**src/rtl/ils_pkg.sv**
```systemverilog
package ils_pkg;
    // outcome of one evaluation of the selector
    typedef enum logic [1:0] {
        SEL_KEEP  = 2'd0,
        SEL_CLEAR = 2'd1,
        SEL_RAISE = 2'd2,
        SEL_BLOCK = 2'd3
    } sel_act_e;
endpackage

```
**src/rtl/ils_merge.sv**
```systemverilog
module ils_merge #(
    parameter int NUM_LEVELS  = 16,
    parameter int TIMER_LEVEL = 14
) (
    input  logic [NUM_LEVELS-1:0] ext_lines,
    input  logic [NUM_LEVELS:0]   soft_reg,
    output logic [NUM_LEVELS-1:0] pending
);
    // bit 0 and the top bit of soft_reg are timer-match flags, not levels
    logic timer_hit;
    assign timer_hit = soft_reg[0] | soft_reg[NUM_LEVELS];

    for (genvar g = 0; g < NUM_LEVELS; g++) begin : g_lvl
        if (g == 0) begin : g_zero
            assign pending[g] = ext_lines[g];
        end else if (g == TIMER_LEVEL) begin : g_tmr
            assign pending[g] = ext_lines[g] | soft_reg[g] | timer_hit;
        end else begin : g_plain
            assign pending[g] = ext_lines[g] | soft_reg[g];
        end
    end
endmodule

```
**src/rtl/ils_pick.sv**
```systemverilog
module ils_pick #(
    parameter int NUM_LEVELS = 16,
    localparam int LVL_W     = $clog2(NUM_LEVELS)
) (
    input  logic [NUM_LEVELS-1:0] pending,
    input  logic [LVL_W-1:0]      cur_level,
    output logic                  found,
    output logic [LVL_W-1:0]      win_level
);
    logic [NUM_LEVELS-1:0] eligible;

    for (genvar g = 0; g < NUM_LEVELS; g++) begin : g_elig
        assign eligible[g] = pending[g] && (LVL_W'(g) > cur_level);
    end

    // ascending scan: the last hit is the highest eligible level
    always_comb begin
        found     = 1'b0;
        win_level = '0;
        for (int l = 0; l < NUM_LEVELS; l++) begin
            if (eligible[l]) begin
                found     = 1'b1;
                win_level = LVL_W'(l);
            end
        end
    end
endmodule

```
**src/rtl/irq_level_sel.sv**
```systemverilog
module irq_level_sel
    import ils_pkg::*;
#(
    parameter int NUM_LEVELS  = 16,
    parameter int TT_W        = 9,
    parameter int TT_BASE     = 64,
    parameter int TL_W        = 3,
    parameter int TIMER_LEVEL = 14
) (
    input  logic                  clk,
    input  logic                  rst_n,
    input  logic [15:0]           ext_lines,
    input  logic [16:0]           soft_reg,
    input  logic [3:0]            cur_level,
    input  logic                  int_enable,
    input  logic [2:0]            trap_level,
    input  logic [8:0]            serviced_tt,
    input  logic                  halt_set,
    output logic                  irq_pending,
    output logic [8:0]            trap_num,
    output logic                  cpu_halted
);
    localparam int LVL_W = $clog2(NUM_LEVELS);
    localparam logic [TT_W-1:0] BASE_TT = TT_W'(TT_BASE);

    typedef struct packed {
        logic                  req;
        logic [TT_W-1:0]       tt;
        logic                  halted;
        logic [NUM_LEVELS-1:0] prev;
    } sel_state_t;

    sel_state_t st_d, st_q;
    sel_act_e   act_d;

    logic [NUM_LEVELS-1:0] pending;
    logic                  found;
    logic [LVL_W-1:0]      win_level;
    logic [TT_W-1:0]       cand_tt;
    logic                  rise;

    ils_merge #(.NUM_LEVELS(NUM_LEVELS), .TIMER_LEVEL(TIMER_LEVEL)) u_merge (
        .ext_lines (ext_lines[NUM_LEVELS-1:0]),
        .soft_reg  (soft_reg[NUM_LEVELS:0]),
        .pending   (pending)
    );

    ils_pick #(.NUM_LEVELS(NUM_LEVELS)) u_pick (
        .pending   (pending),
        .cur_level (cur_level[LVL_W-1:0]),
        .found     (found),
        .win_level (win_level)
    );

    assign cand_tt = BASE_TT | TT_W'(win_level);
    assign rise    = |(ext_lines[NUM_LEVELS-1:0] & ~st_q.prev);

    always_comb begin
        st_d = st_q;
        if (pending == '0)
            act_d = SEL_CLEAR;
        else if (!int_enable || !found)
            act_d = SEL_KEEP;
        else if ((trap_level[TL_W-1:0] != '0) && (serviced_tt[TT_W-1:0] > cand_tt))
            act_d = SEL_BLOCK;
        else if (cand_tt != st_q.tt)
            act_d = SEL_RAISE;
        else
            act_d = SEL_KEEP;

        case (act_d)
            SEL_CLEAR: begin
                st_d.req = 1'b0;
                st_d.tt  = '0;
            end
            SEL_RAISE: begin
                st_d.req = 1'b1;
                st_d.tt  = cand_tt;
            end
            default: ;
        endcase

        if (rise)
            st_d.halted = 1'b0;
        else if (halt_set)
            st_d.halted = 1'b1;
        st_d.prev = ext_lines[NUM_LEVELS-1:0];
    end

    always_ff @(posedge clk) begin
        if (!rst_n)
            st_q <= '0;
        else
            st_q <= st_d;
    end

    assign irq_pending = st_q.req;
    assign trap_num    = 9'(st_q.tt);
    assign cpu_halted  = st_q.halted;


    empty_clears_chk: assert property (@(posedge clk) disable iff (!rst_n)
        (pending == '0) |=> (!irq_pending && trap_num == '0));


    masked_hold_chk: assert property (@(posedge clk) disable iff (!rst_n)
        (!int_enable && pending != '0) |=> ($stable(trap_num) && $stable(irq_pending)));


    tt_base_chk: assert property (@(posedge clk) disable iff (!rst_n)
        irq_pending |-> ((trap_num >> LVL_W) == 9'(BASE_TT >> LVL_W)));


    above_level_chk: assert property (@(posedge clk) disable iff (!rst_n)
        found |-> (win_level > cur_level[LVL_W-1:0]));


    wake_chk: assert property (@(posedge clk) disable iff (!rst_n)
        rise |=> !cpu_halted);
endmodule

```
**config.mk**
```make
export PLATFORM = sky130hd
export DESIGN_NAME = irq_level_sel
export DESIGN_NICKNAME = d
export VERILOG_FILES = /design/src/rtl/ils_pkg.sv /design/src/rtl/ils_merge.sv /design/src/rtl/ils_pick.sv /design/src/rtl/irq_level_sel.sv
export SDC_FILE = /design/constraint.sdc
export NUM_CORES = 1
export LEC_CHECK = 0
export CAP_MARGIN = 15
export CORE_AREA = 8 8 54 89
export DETAILED_ROUTE_END_ITERATION = 7
export DIE_AREA = 0 0 62 97
export HOLD_SLACK_MARGIN = 0.08
export PLACE_DENSITY = 0.82
export SETUP_SLACK_MARGIN = 0.4
export SYNTH_ARGS = -nofsm -noshare
export SYNTH_HDL_FRONTEND = slang
export SYNTH_SLANG_ARGS = --single-unit
```
**constraint.sdc**
```tcl
create_clock -name clk -period 6.6 [get_ports clk]
set_clock_uncertainty 0.05 [all_clocks]
set_input_delay 0.66 -clock clk [delete_from_list [all_inputs] [get_ports clk]]
set_output_delay 0.66 -clock clk [all_outputs]
set_load 0.1 [all_outputs]
```
---- Yosys cells after proc, flatten, opt, wreduce, memory -nomap -nowiden ----
Index checks and enable logic that the tools add are counted.
cells by class
  magnitude comparators ................... 17
  equality and inequality tests ........... 3
  muxes and demuxes ....................... 36
  bitwise logic cells ..................... 20
  reduce and logical (&&, ||, !) cells .... 24
operators by type and width
  cell                  number
  $gt A4 B4 Y1 const A  8
  $mux W4               8
  $pmux W10 S2          1
  $logic_and A1 B1 Y1   17
  $mux W1               17
  $or A1 B1 Y1          17
  $reduce_or A17 Y1     1
  $and A16 B16 Y16      1
  $gt A3 B4 Y1 const A  4
  $logic_not A16 Y1     1
  $not A16 Y16          1
  $mux W2               6
  $mux W3               4
  $gt A9 B7 Y1          1
  $ne A7 B9 Y1          1
  $gt A1 B4 Y1 const A  2
  $gt A2 B4 Y1 const A  2
  $reduce_bool A3 Y1    1
  $eq A2 B1 Y1 const B  1
  $eq A2 B2 Y1 const B  1
  $logic_not A1 Y1      2
  $reduce_bool A2 Y1    1
  $logic_or A1 B1 Y1    1
  $not A1 Y1            1
word-level totals
  bits in registers ....................... 27
  output and inout port bits .............. 11
  logic and storage cells ................. 104

---- Logic depth before layout (Yosys ltp) ----
  word-level depth ........................ 24
  depth in mapped cells ................... 17

---- Cells and area by module ----
A second synthesis with hierarchy kept.
second synthesis, totals
  cell total of the unflattened synthesis .. 209
  area, all modules ....................... 1676.6 um2
modules (own cells, without submodules)
  module         times used  cells each  area each (um2)  seq. area each (um2)
  irq_level_sel  1           128         1151.1           440.4
  ils_pick       1           65          422.9            0.0
  ils_merge      1           16          102.6            0.0

---- Least setup slack after synthesis ----
No wires, ideal clock.
  kind .................................... input -> register
  start ................................... input port cur_level[2]
  end ..................................... register st_q, in the netlist trap_num[2]
  library setup time ...................... 0.076 ns
  data arrival time ....................... 3.628 ns
  path slack .............................. 2.846 ns
  stages on the path ...................... 16
  buffers on the path ..................... 0
  path through ............................ or3_4 -> or4b_1 -> a211oi_2 -> o22ai_1 -> nand3_2 -> ha_1 -> inv_1 -> a21oi_1 -> o21ai_0 -> a21oi_1 -> o21ai_0 -> o41a_1 -> ha_1 -> nor2b_1 -> nand2b_1 -> a21boi_0
on the way
  word-level cells in the longest chain between the ends .. 24
  elaborated cells between the ends (all ways) .. 76
RTL lines
  item                                                RTL line                                  source
  from (decl)                                         irq_level_sel.sv:14                       input logic [3:0] cur_level,
  $gt A1 B4 Y1                                        ils_pick.sv:13                            assign eligible[g] = pending[g] && (LVL_W'(g) > cur_level);
  $logic_and A1 B1 Y1                                 ils_pick.sv:13
  $mux W1                                             ils_pick.sv:21                            if (eligible[l]) begin
  $mux W2 or $mux W1 (tied branches) (2 in a row)     ils_pick.sv:21
  $mux W3 or $mux W1 (tied branches) (4 in a row)     ils_pick.sv:21
  $mux W4 or $mux W1 (tied branches) (8 in a row)     ils_pick.sv:21
  $gt A9 B7 Y1 (tied with other cells)                irq_level_sel.sv:64                       else if ((trap_level[TL_W-1:0] != '0) && (serviced_tt[TT_W-1:0] > cand_tt))
  $logic_and A1 B1 Y1 (tied with other cells)         irq_level_sel.sv:64
  $mux W2 or $logic_or A1 B1 Y1 (tied branches)       irq_level_sel.sv:64, irq_level_sel.sv:62
  $mux W2                                             irq_level_sel.sv:62                       else if (!int_enable || !found)
  $mux W2                                             irq_level_sel.sv:60                       if (pending == '0)
  $eq A2 B2 Y1 or $eq A2 B1 Y1 (tied branches)        irq_level_sel.sv:71                       case (act_d)
  $pmux W10 S2 or $reduce_bool A2 Y1 (tied branches)  --
  to (signal assigned)                                irq_level_sel.sv:94                       st_q <= st_d;
  to (decl)                                           irq_level_sel.sv:33                       sel_state_t st_d, st_q;
Several ways; a longest one is shown, not always the timed one. The select of a mux whose other input is x is not followed.
A chain may end at the register's enable or synchronous reset.

---- Worst setup path after layout ----
  start ................................... input port cur_level[3]
  end ..................................... register st_q, in the netlist trap_num[2]
The elaborated chain is that of the path after synthesis.

==> out/results.ini <==
[critical_path]
cp_max_fo=16
critical_path_class=primary input to flop
cp.arrival_ns=4.63
crit_slowest_cell=clkdlybuf4s50_1
cpPeakStageDelay_ns=0.67
path_cells=clkdlybuf4s50_1 -> or3_4 -> or4b_1 -> a211oi_2 -> o22ai_1 -> nand3_2 -> ha_1 -> inv_1 -> a21oi_1 -> o21ai_0 -> a21oi_1 -> o21ai_0 -> o41a_1 -> ha_1 -> nor2b_1 -> nand2b_1 -> a21boi_0
crit_path_end_kind=flop
start_kind=primary input
cp.required_ns=6.75

[clock_network]
cts_inserted_buffers=3
clk_path_buf_depth=2
clock-sinks=22
tritoncts=done
root_buffer=clkbuf_8
cts_resized=0
clk_latency_ns=0.27
htree_levels=1
clk_pin_slew_worst_paths_ns=0.08
ctsHoldBuffers=0
cts_setup_buffers=0

[die]
start_util_pct=44.4
die-area_sq_um=6010
core-area_sq_um=3590
rows=29
die_x_um=62
die_h_um=97
pin_count=64

[drt]
drt_iter0_markers=64
wl_per_cell_um=15.4
routed_wl_um=4630
vias=1630
drt_pre_antenna_iters=4
antenna_left=0
drcViolationCount=0
vias_per_cell=5.43

[placement]
hpwlAfterDp_um=3830
placement.io_buffers=59
gp_congestion=0.868

[yosys]
synth_most_common_cell=dfxtp_1
synth_cells=203
synth_cell_type_count=54
synth_seq_area_share_pct=27.6
ys.flop_type=dfxtp_1
synth-seq-cells=22
ys_warn_count=0
synth_top_area_share_pct=27.6
syn_area_per_cell_sq_um=7.86
synth_area_leaders=dfxtp_1 (28%), and2_1 (7.1%), inv_1 (4.9%)
synth.cells.most_frequent=dfxtp_1 (22), inv_1 (21), and2_1 (18), nor2_1 (18), buf_4 (9)
synth_area_sq_um=1600
synth_async_sr_flop_share_pct=0
synth_edf_count=0
synth_area_leader_cell=dfxtp_1

[pwr]
p_leak_nw=0.896
p_per_area_nw_per_um2=177
power.total_uw=396
peakVddDrop_v=0.000167

[sta]
tightest_slew_ns=0.985
post-route-min-period_ns=4.48
finalHoldViolCount=0
finalSetupViolCount=0
period_share_pct=67.9
finalSetupTns_ns=0
report.final.slew_viol_count=0
slew_headroom_pct=34.1
rsz0062_at_grt=no
fmaxAchievable_ghz=0.223
worst_hold_slack_ns=0.486

[flow_run]
maxCapViolCount=0

[grt]
grt-ovfl-total=0
grt_pass1_wl_um=7630
grt_max_degree=23
antenna_found_initial=0
grt_pass1_vias=1756
grtUsageTotal_pct=16.3

[worst_hold_path]
hold_class=flop to flop

[final_layout]
drive_gt1_share_pct=3.94
num_antenna_cells=0
area_growth_pct=39.8
nNetsFinal=314

[status]
status=completed

==> flip-flops by register name, indices dropped and copies added (netlist names) <==
name	flops
st_q	16
trap_num	5
cpu_halted	1
==> layout by cell type (no fill, tap or decap), types with 2 or more instances in the layout <==
cell and instances:
and3_1 2, nor3_1 4, nand4_1 2, a21o_1 2, nand2_1 8, o21ai_0 6, xor2_1 2, dfxtp_1 22
o32ai_1 2, o21bai_1 5, clkdlybuf4s50_1 59, nor2_1 18, nand2b_1 2, and2_1 18, conb_1 4, o22ai_1 8
or3_1 2, ha_1 6, a21oi_1 6, nor2b_1 6, o21a_1 2, inv_1 21, a221oi_1 3, a22oi_1 4
nor4_1 7, clkbuf_8 3, a311oi_1 2, o2bb2ai_1 2
==> layer usage <==
metal	vias to the layer above	part of all wire, %	GRT usage [%]
li1	820	-	-
met1	746	37	16.8
met2	55	56	29.6
met3	9	4.3	1.46
met4	0	2.6	8.48
met5	-	0	0
==> final cells by class <==
type | instances | area [sq um]
fillers | 314 | 1360
clock buffers | 3 | 41.3
flip-flops and latches | 22 | 440
well taps | 46 | 57.6
repair buffers | 59 | 591
inverters | 21 | 78.8
clock inverters | 1 | 30.0
multi-input cells | 148 | 993
==> stage by stage <==
step	worst slack [ns]	util (%)	instances	cell area, sq um
after floorplan	2.85	-	206	1610
after global placement	2.01	60.2	296	2160
after detailed placement	1.91	60.2	296	2160
after CTS	2.16	62.1	300	2230
after global routing	1.75	62.1	300	2230
final	2.12	62.1	300	2230
==> kinds of logic after synthesis <==
| kind of cell | after synthesis | synth area share, % |
|---|---|---|
| fa+ha+maj | 6 | 4.70 |
| compound gates | 56 | 25.9 |
| xor+xnor | 2 | 1.10 |
| simple gates | 79 | 28.9 |
| flops | 22 | 27.6 |
| mux | 1 | 0.627 |
| other cells | 1 | 0.235 |
| buf+inv | 36 | 10.9 |
==> critical path, delay by kind of cell <==
family                   cells  cell delay, ns
AND/OR/NAND/NOR              5            1.39
AO/OA/AOI/OAI                8            1.34
buffers and inverters        2            0.71
adder cells (fa/ha/maj)      2            0.53
==> power breakdown <==
part / leakage, nW / internal (mW) / switching (mW)
logic: 0.678 / 0.0546 / 0.0704
registers: 0.182 / 0.140 / 0.00402
clock network: 0.0357 / 0.0811 / 0.0460
total: 0.896 / 0.276 / 0.120
==> path summary, 6_finish.rpt <==
kind                 from          end  slack, ns  cells past startpoint
max          cur_level[3]  trap_num[2]       2.12                     17
max reg2reg   trap_num[3]  trap_num[2]       4.19                      9
min reg2reg      st_q[14]   cpu_halted       0.49                      2
min              st_q[14]   cpu_halted       0.49                      2
(Power assumes the default switching activity.)
